**src/rtl/lrc_pkg.sv**
```systemverilog
package lrc_pkg;
   typedef enum logic [1:0] {
      OUT_NONE   = 2'd0,
      OUT_RETIRE = 2'd1,
      OUT_SQUASH = 2'd2
   } lrc_outcome_e;
endpackage

```
**src/rtl/lrc_replay_ctrl.sv**
```systemverilog
module lrc_replay_ctrl
   import lrc_pkg::*;
#(
   parameter int AW = 32,
   parameter int DW = 64,
   parameter int TW = 4
) (
   input  logic          clk,
   input  logic          rst_n,
   input  logic          cmt_valid,
   input  logic [TW-1:0] cmt_tag,
   input  logic          ent_flag,
   input  logic [AW-1:0] ent_addr,
   input  logic [DW-1:0] ent_data,
   input  logic          st_cmt_valid,
   output logic          cache_rd_en,
   output logic [AW-1:0] cache_rd_addr,
   input  logic [DW-1:0] cache_rd_data,
   output logic          accept,
   output logic          cmt_stall,
   output logic          retire_valid,
   output logic          squash_valid,
   output logic [TW-1:0] result_tag
);
   logic          pend_q, skip_q;
   logic [TW-1:0] tag_q;
   logic [DW-1:0] want_q;
   lrc_outcome_e  outcome;

   assign cmt_stall     = pend_q || (cmt_valid && ent_flag && st_cmt_valid);
   assign accept        = cmt_valid && !cmt_stall;
   assign cache_rd_en   = accept && ent_flag;
   assign cache_rd_addr = ent_addr;

   always_ff @(posedge clk) begin
      if (!rst_n) begin
         pend_q <= 1'b0;
         skip_q <= 1'b0;
      end else begin
         pend_q <= accept && ent_flag;
         skip_q <= accept && !ent_flag;
      end
   end

   always_ff @(posedge clk) begin
      if (accept) begin
         tag_q  <= cmt_tag;
         want_q <= ent_data;
      end
   end

   always_comb begin
      outcome = OUT_NONE;
      if (skip_q)
         outcome = OUT_RETIRE;
      else if (pend_q)
         outcome = (cache_rd_data == want_q) ? OUT_RETIRE : OUT_SQUASH;
   end

   assign retire_valid = (outcome == OUT_RETIRE);
   assign squash_valid = (outcome == OUT_SQUASH);
   assign result_tag   = tag_q;

   assert_store_first_R3: assert property (@(posedge clk) disable iff (!rst_n)
      st_cmt_valid |-> !cache_rd_en);
   assert_single_outcome_R5: assert property (@(posedge clk) disable iff (!rst_n)
      !(retire_valid && squash_valid));
   assert_result_due_R4: assert property (@(posedge clk) disable iff (!rst_n)
      cache_rd_en |=> (retire_valid || squash_valid));
   assert_hold_after_read_R8: assert property (@(posedge clk) disable iff (!rst_n)
      cache_rd_en |=> cmt_stall);
   assert_retire_no_read_R1: assert property (@(posedge clk) disable iff (!rst_n)
      (accept && !cache_rd_en) |=> (retire_valid && !squash_valid));
endmodule

```
**config.mk**
```make
export PLATFORM = sky130hd
export DESIGN_NAME = lrc_replay_ctrl
export DESIGN_NICKNAME = d
export VERILOG_FILES = /design/src/rtl/lrc_pkg.sv /design/src/rtl/lrc_replay_ctrl.sv
export SDC_FILE = /design/constraint.sdc
export NUM_CORES = 1
export LEC_CHECK = 0
export BUFFER_PORTS_ARGS = -buffer_cell sky130_fd_sc_hd__buf_2
export CAP_MARGIN = 20
export CORE_MARGIN = 5
export CORE_UTILIZATION = 24
export DETAILED_ROUTE_END_ITERATION = 16
export MAX_ROUTING_LAYER = met4
export PLACE_DENSITY_LB_ADDON = 0.15
export SLEW_MARGIN = 20
export SYNTH_ARGS = -nofsm -noshare
export SYNTH_HDL_FRONTEND = slang
export SYNTH_SLANG_ARGS = --single-unit
```
**constraint.sdc**
```tcl
create_clock -name clk -period 2.6 [get_ports clk]
set_clock_uncertainty 0.1 [all_clocks]
set_input_delay 0.13 -clock clk [delete_from_list [all_inputs] [get_ports clk]]
set_output_delay 0.13 -clock clk [all_outputs]
set_load 0.005 [all_outputs]
```
==> key figures, run 1 <==
Outcome
  – Outcome: finished, final reports clean

Global route
  – Vias in the first global route: 2458
  – Largest net degree at the start of global routing: 40
  – Initial antenna violation count: 2
  – Grt total ovfl: 0
  – First-pass GRT wire length: 11700 um
  – All-layer global routing usage: 11.0%

Detailed routing
  – Vias per cell: 3.83
  – 1st-iter DRT viols: 62
  – DRC violations left: 0
  – Wirelength per Cell: 14.0 um
  – Routed Antenna Nets: 0
  – Final WL: 7960 um
  – DR pass1 iterations: 5
  – DR vias: 2178

STA
  – Worst Max-Slew Pin Slew: 0.459 ns
  – Fmax: 425 MHz
  – Setup tns final: 0 ns
  – Slew headroom: 69.4%
  – Min cycle time layout: 2.35 ns
  – Hold Vio Cnt, Final: 0
  – Final setup viols: 0
  – Worst hold margin: 0.118 ns
  – RSZ-0062 raised after global routing: no
  – Slew Limit Fails: 0
  – Setup ws final: 0.249 ns
  – Fin crit share: 90.4%

Power
  – Total Power: 2960 uW
  – Lkg Pwr: 0.00202 uW
  – Peak supply drop: 0.298 mV
  – Pwr per Cell Area: 615 nW/um^2

Setup path
  – Crit Path Class: reg -> out
  – CP required: 2.37 ns
  – Startpoint Class: flop
  – Worst EP arrival: 2.12 ns
  – R2r endpoint: want_q[36]
  – R2R depth: 3
  – CP Max Fanout: 2
  – Worst R2R Setup Slack: 0.78 ns
  – Worst Setup EP: retire_valid
  – Worst reg2reg startpoint: pend_q
  – Worst setup path startpoint: want_q[26]
  – Worst Setup End Kind: output pin

CTS
  – Worst-path clk slew: 0.06 ns
  – Clock Sinks: 70
  – H-tree Lvls: 3
  – Postcts setup bufs: 0
  – Clock Latency Late Sink: 0.33 ns
  – TritonCTS Buffers: 9
  – Resized cells post-CTS: 0
  – TritonCTS clock tree: done
  – CTS Hold Bufs: 70
  – Clock root buffer: clkbuf_16
  – Clock buffer depth: 2

Hold path
  – Hold Crit Class: in -> reg

Logic synthesis
  – Adder-cell share of the synthesized area: 0%
  – Simple-Gate Fraction of Synth Area: 5.62%
  – Post-synthesis xor/xnor area fraction: 18.2%
  – Mapped Nets: 364
  – Synth Area in Compound Gates: 0.448%
  – Combinational family with the most area after synthesis: XOR/XNOR gates
  – Synth unique cells: 14
  – Yosys warns: 0
  – FF+latch count, synth: 70
  – Register area share after synthesis: 67.8%
  – Fraction of synthesized area in multiplexers: 0%
  – Cell Area, Synth: 3070 sq um
  – Mean post-synth cell area: 15.8 sq um
  – Gate Count Post-Synth: 195

Cells and area
  – Most common cell after layout, fill and taps aside: buf_2
  – Layout cells sized above 1: 41.0%
  – Fin nets: 559
  – Commonest non-fill, non-tap cells in the layout: buf_2 (145), dlygate4sd3_1 (70), edfxtp_1 (68), xor2_1 (64), nor4_1 (16)
  – Layout area overhead: 56.7%
  – Util after Layout: 38.3%

Die
  – Die area: 15200 sq um
  – Row count: 41
  – I/O Pins: 210
  – Initial Utilization: 24.4%
  – Core box area: 12600 sq um
  – Die Y: 123 um
  – Die X: 123 um

Placement
  – DP Worst Slack: 0.521 ns
  – GP Congestion: 0.710
  – Number of port buffers: 145
  – Post-DP HPWL: 5840 um

Flow run
  – Max cap viols: 0
[synthesized netlist by cell type (all sizes together)]
cell	n	area, sq um
a21o	1	7.51
a31oi	1	6.26
nor3b	1	7.51
nor4	17	113
and2	2	12.5
dfxtp	2	40.0
buf	32	240
edfxtp	68	2040
and3b	1	8.76
xor2	64	561
inv	1	3.75
nand4	4	25.0
and3	1	6.26
[cells by family (layout without fill, tap and decap cells)]
kind of cell / after synthesis / after routing
compound gates: 2 / 2
other cells: 0 / 2
flops: 70 / 70
simple gates: 26 / 26
buf+inv: 33 / 233
xor+xnor: 64 / 64
[state kept, by name, summed over array words and instances (netlist names)]
name and count:
want_q 64, result_tag 4, pend_q 1, skip_q 1
[layer usage]
metal | vias to the layer above | track usage (%) | wire length [um]
li1 | 1070 | - | -
met1 | 938 | 11.3 | 2970
met2 | 111 | 16.0 | 3550
met3 | 59 | 4.07 | 837
met4 | 0 | 10.2 | 601
met5 | - | - | 0
[area by class of cell]
| cell class | count | area (sq um) |
|---|---|---|
| antenna | 2 | 5.00 |
| clock buffer | 9 | 225 |
| clock inverter | 7 | 88.8 |
| fill | 1216 | 7750 |
| inverter | 1 | 3.75 |
| multi-input combinational | 92 | 749 |
| sequential | 70 | 2080 |
| tap | 172 | 215 |
| timing repair buffer | 216 | 1450 |
[worst min path at each step]
stage                           start               end  slack, ns  cells past startpoint
after floorplan            cmt_tag[0]     result_tag[0]       0.13                      0
after detailed placement  ent_addr[3]  cache_rd_addr[3]       0.16                      0
after global routing        cmt_valid            pend_q       0.14                      3
final                       cmt_valid            pend_q       0.12                      3
after CTS                   cmt_valid            pend_q       0.07                      3
after global placement    ent_addr[3]  cache_rd_addr[3]       0.16                      0
[where the power goes]
part,leakage (uW),internal (uW),switching (uW)
Sequential,0.000670,1320,26.9
Clock,0.000150,832,455
Combinational,0.00120,201,126
[critical path: stages, from the launching register on]
cell and delay, ns:
edfxtp_1 0.39, xor2_1 0.18, nor4_1 0.39, nand4_1 0.19, nor4_2 0.38, a21o_1 0.16, buf_2 0.10
[metrics by stage]
step           instances  cell area [sq um]
6_report             569               4820
5_1_grt              569               4820
4_1_cts              567               4810
3_5_place_dp         481               3800
3_3_place_gp         481               3800
2_1_floorplan        195               3070
Power figures use the tool's default switching activity.
==> run 2, diff against run 1 <==
==> constraint.sdc (replaced) <==
create_clock -name clk -period 2.6 [get_ports clk]
set_clock_uncertainty 0.1 [all_clocks]
set_input_delay 0.13 -clock clk [delete_from_list [all_inputs] [get_ports clk]]
set_output_delay 0.13 -clock clk [all_outputs]
set_load 0.1 [all_outputs]
==> key figures, run 2 (same netlist as run 1, synthesis figures left out) <==
Power
  – Sw frac: 23.5% (+3.0 points)
  – Clk pwr share: 39.7% (-3.7 points)
  – Logic pwr share: 13.9% (+2.9 points)
  – Lkg Pwr: 0.00203 uW (+0.56%)
  – Peak supply drop: 0.365 mV (+22%)
  – Pwr per Cell Area: 597 nW/um^2 (-2.9%)
  – Psw: 684 uW (+12%)
  – Pint: 2230 uW (-5.5%)
  – Total Power: 2910 uW (-1.8%)
  – Share of power burned in registers: 46.3% (+0.8 points)

Detailed routing
  – Wirelength per Cell: 14.2 um (+1.3%)
  – DRC violations left: 0 (unchanged)
  – Final WL: 8080 um (+1.5%)
  – Vias per cell: 3.85 (+0.51%)
  – Routed Antenna Nets: 0 (unchanged)
  – DR vias: 2193 (+0.69%)
  – DR pass1 iterations: 4 (-1)
  – 1st-iter DRT viols: 38 (-39%)

Die
  – Die X: 123 um (unchanged)
  – Row count: 41 (unchanged)
  – Die area: 15200 sq um (unchanged)
  – Core box area: 12600 sq um (unchanged)
  – Initial Utilization: 24.4% (unchanged)
  – I/O Pins: 210 (unchanged)
  – Die Y: 123 um (unchanged)

CTS
  – TritonCTS clock tree: done
  – Clock Sinks: 70 (unchanged)
  – H-tree Lvls: 3 (unchanged)
  – Worst-path clk slew: 0.06 ns (about the same)
  – Clock Latency Late Sink: 0.33 ns (about the same)
  – Clock buffer depth: 2 (unchanged)
  – Clock root buffer: clkbuf_16
  – TritonCTS Buffers: 9 (unchanged)

Global route
  – First-pass GRT wire length: 11800 um (+1.1%)
  – Initial antenna violation count: 2 (unchanged)
  – Vias in the first global route: 2408 (-2.0%)
  – All-layer global routing usage: 11.1% (+0.16 points)
  – Met1 Track Usage GR: 11.9% (+0.59 points)
  – GR Layer Usage met3: 3.84% (-0.23 points)
  – Top Usage Layer GRT: met2
  – Routing usage on met2: 16.9% (+0.85 points)
  – Largest net degree at the start of global routing: 41 (+2.5%)
  – Grt total ovfl: 0 (unchanged)

Setup path
  – CP Max Fanout: 2 (unchanged)
  – Worst R2R Setup Slack: 0.97 ns (+0.19 ns)
  – CP Cell Sequence: xor2_1 > nor4_1 > nand4_1 > nor4_4 > a21o_1 > buf_12
  – Worst EP arrival: 2.22 ns (+0.10 ns)
  – CP max-delay cell: nor4_4
  – Slowest cell delay on critical path: 0.40 ns (about the same)
  – Worst Setup End Kind: output pin
  – CP required: 2.37 ns (about the same)
  – Crit Path Class: reg -> out
  – Startpoint Class: flop

Placement
  – Number of port buffers: 145 (unchanged)
  – GP Congestion: 0.723 (+1.7%)
  – Placed Instances: 482 (+0.21%)
  – Post-DP HPWL: 6040 um (+3.4%)

Hold path
  – Hold Crit Class: in -> reg

Cells and area
  – Layout cells sized above 1: 43.8% (+2.8 points)
  – Layout area overhead: 58.6%
  – FILL cells: 1229 (+1.1%)
  – Top reg by flops: want_q
  – Largest register FFs: 64 (unchanged)
  – Most common cell after layout, fill and taps aside: buf_2
  – Commonest non-fill, non-tap cells in the layout: buf_2 (143), dlygate4sd3_1 (69), edfxtp_1 (68), xor2_1 (64)
  – Fin nets: 559 (unchanged)
  – Final std cells w/o fill: 570 (+0.18%)

STA
  – Final setup viols: 0 (unchanged)
  – RSZ-0062 raised after global routing: no
  – Fmax: 408 MHz (-4.0%)
  – Worst Max-Slew Pin Slew: 0.490 ns (+0.0308 ns)
  – Slew headroom: 67.5% (-1.8 points)
  – Hold Vio Cnt, Final: 0 (unchanged)
  – Min cycle time layout: 2.45 ns (+0.0972 ns)
  – Fin crit share: 94.2% (+3.7 points)
  – Slew Limit Fails: 0 (unchanged)

Flow run
  – Max cap viols: 0 (unchanged)

Outcome
  – Outcome: finished, final reports clean
-- run 2: cell types whose count changed in the layout (fill, tap and decap cells not counted), moves of 2 or more --
cell and delta:
buf_2 -2, bufinv_16 -2, clkbuf_1 +2, clkbuf_8 +2, clkinv_1 -2, nor4_1 -9
nor4_2 +8
-- run 2: cell type report --
| cell class | count | area [sq um] | area share [%] |
|---|---|---|---|
| Antenna cell | 3 | 7.51 | 0.154 |
| Clock buffer | 13 | 260 | 5.34 |
| Clock inverter | 3 | 20.0 | 0.411 |
| Inverter | 1 | 3.75 | 0.0770 |
| Multi-Input combinational cell | 92 | 820 | 16.8 |
| Sequential cell | 70 | 2080 | 42.7 |
| Tap cell | 172 | 215 | 4.42 |
| Timing Repair Buffer | 216 | 1470 | 30.1 |
-- run 2: power groups by stage --
| stage | Combinational, uW | Clock [uW] | Sequential (uW) |
|---|---|---|---|
| 2_1_floorplan | 364 | 0 | 1400 |
| 3_3_place_gp | 315 | 0 | 1370 |
| 6_report | 405 | 1160 | 1350 |
| 3_5_place_dp | 315 | 0 | 1370 |
| 4_1_cts | 402 | 1210 | 1350 |
| 5_1_grt | 442 | 1250 | 1360 |
-- run 2: final timing paths --
check             start      endpoint  cells after the start
min            ent_flag        skip_q                      2
min reg2reg      pend_q     want_q[3]                      2
max          want_q[18]  retire_valid                      6
max reg2reg      pend_q     want_q[4]                      3
-- run 2: through the flow --
stage / TNS [ns] / utilization [%] / worst slack [ns] / area (sq um) / hold slack, ns
floorplan: 0 / - / 0.323 / 3080 / 0.129
global route: 0 / 38.8 / 0.0152 / 4870 / 0.0358
finish: 0 / 38.8 / 0.152 / 4870 / 0.0561
CTS: -0.0475 / 38.4 / -0.0475 / 4830 / 0.0393
detailed placement: 0 / 30.4 / 0.210 / 3820 / 0.161
global placement: 0 / 30.4 / 0.186 / 3820 / 0.161
-- run 2: layer usage --
metal	vias to the layer above	part of all wire, %
li1	1071	-
met1	966	38
met2	117	46
met3	39	9.8
met4	0	5.7
met5	-	0
-- run 2: critical path, delay by kind of cell, from the launching register on --
| family | cells | cell delay (ns) |
|---|---|---|
| flip-flops | 1 | 0.37 |
| AO/OA/AOI/OAI | 1 | 0.20 |
| buffers and inverters | 1 | 0.18 |
| XOR/XNOR | 1 | 0.17 |
| AND/OR/NAND/NOR | 3 | 0.96 |
-- run 2: repair_timing --
item	in CTS	in global routing
endpoints found under the setup margin	2	2
gates resized for setup	6	6
setup buffers	0	0
pin swaps	6	4
hold buffers	69	0
endpoints found under the hold margin	70	0
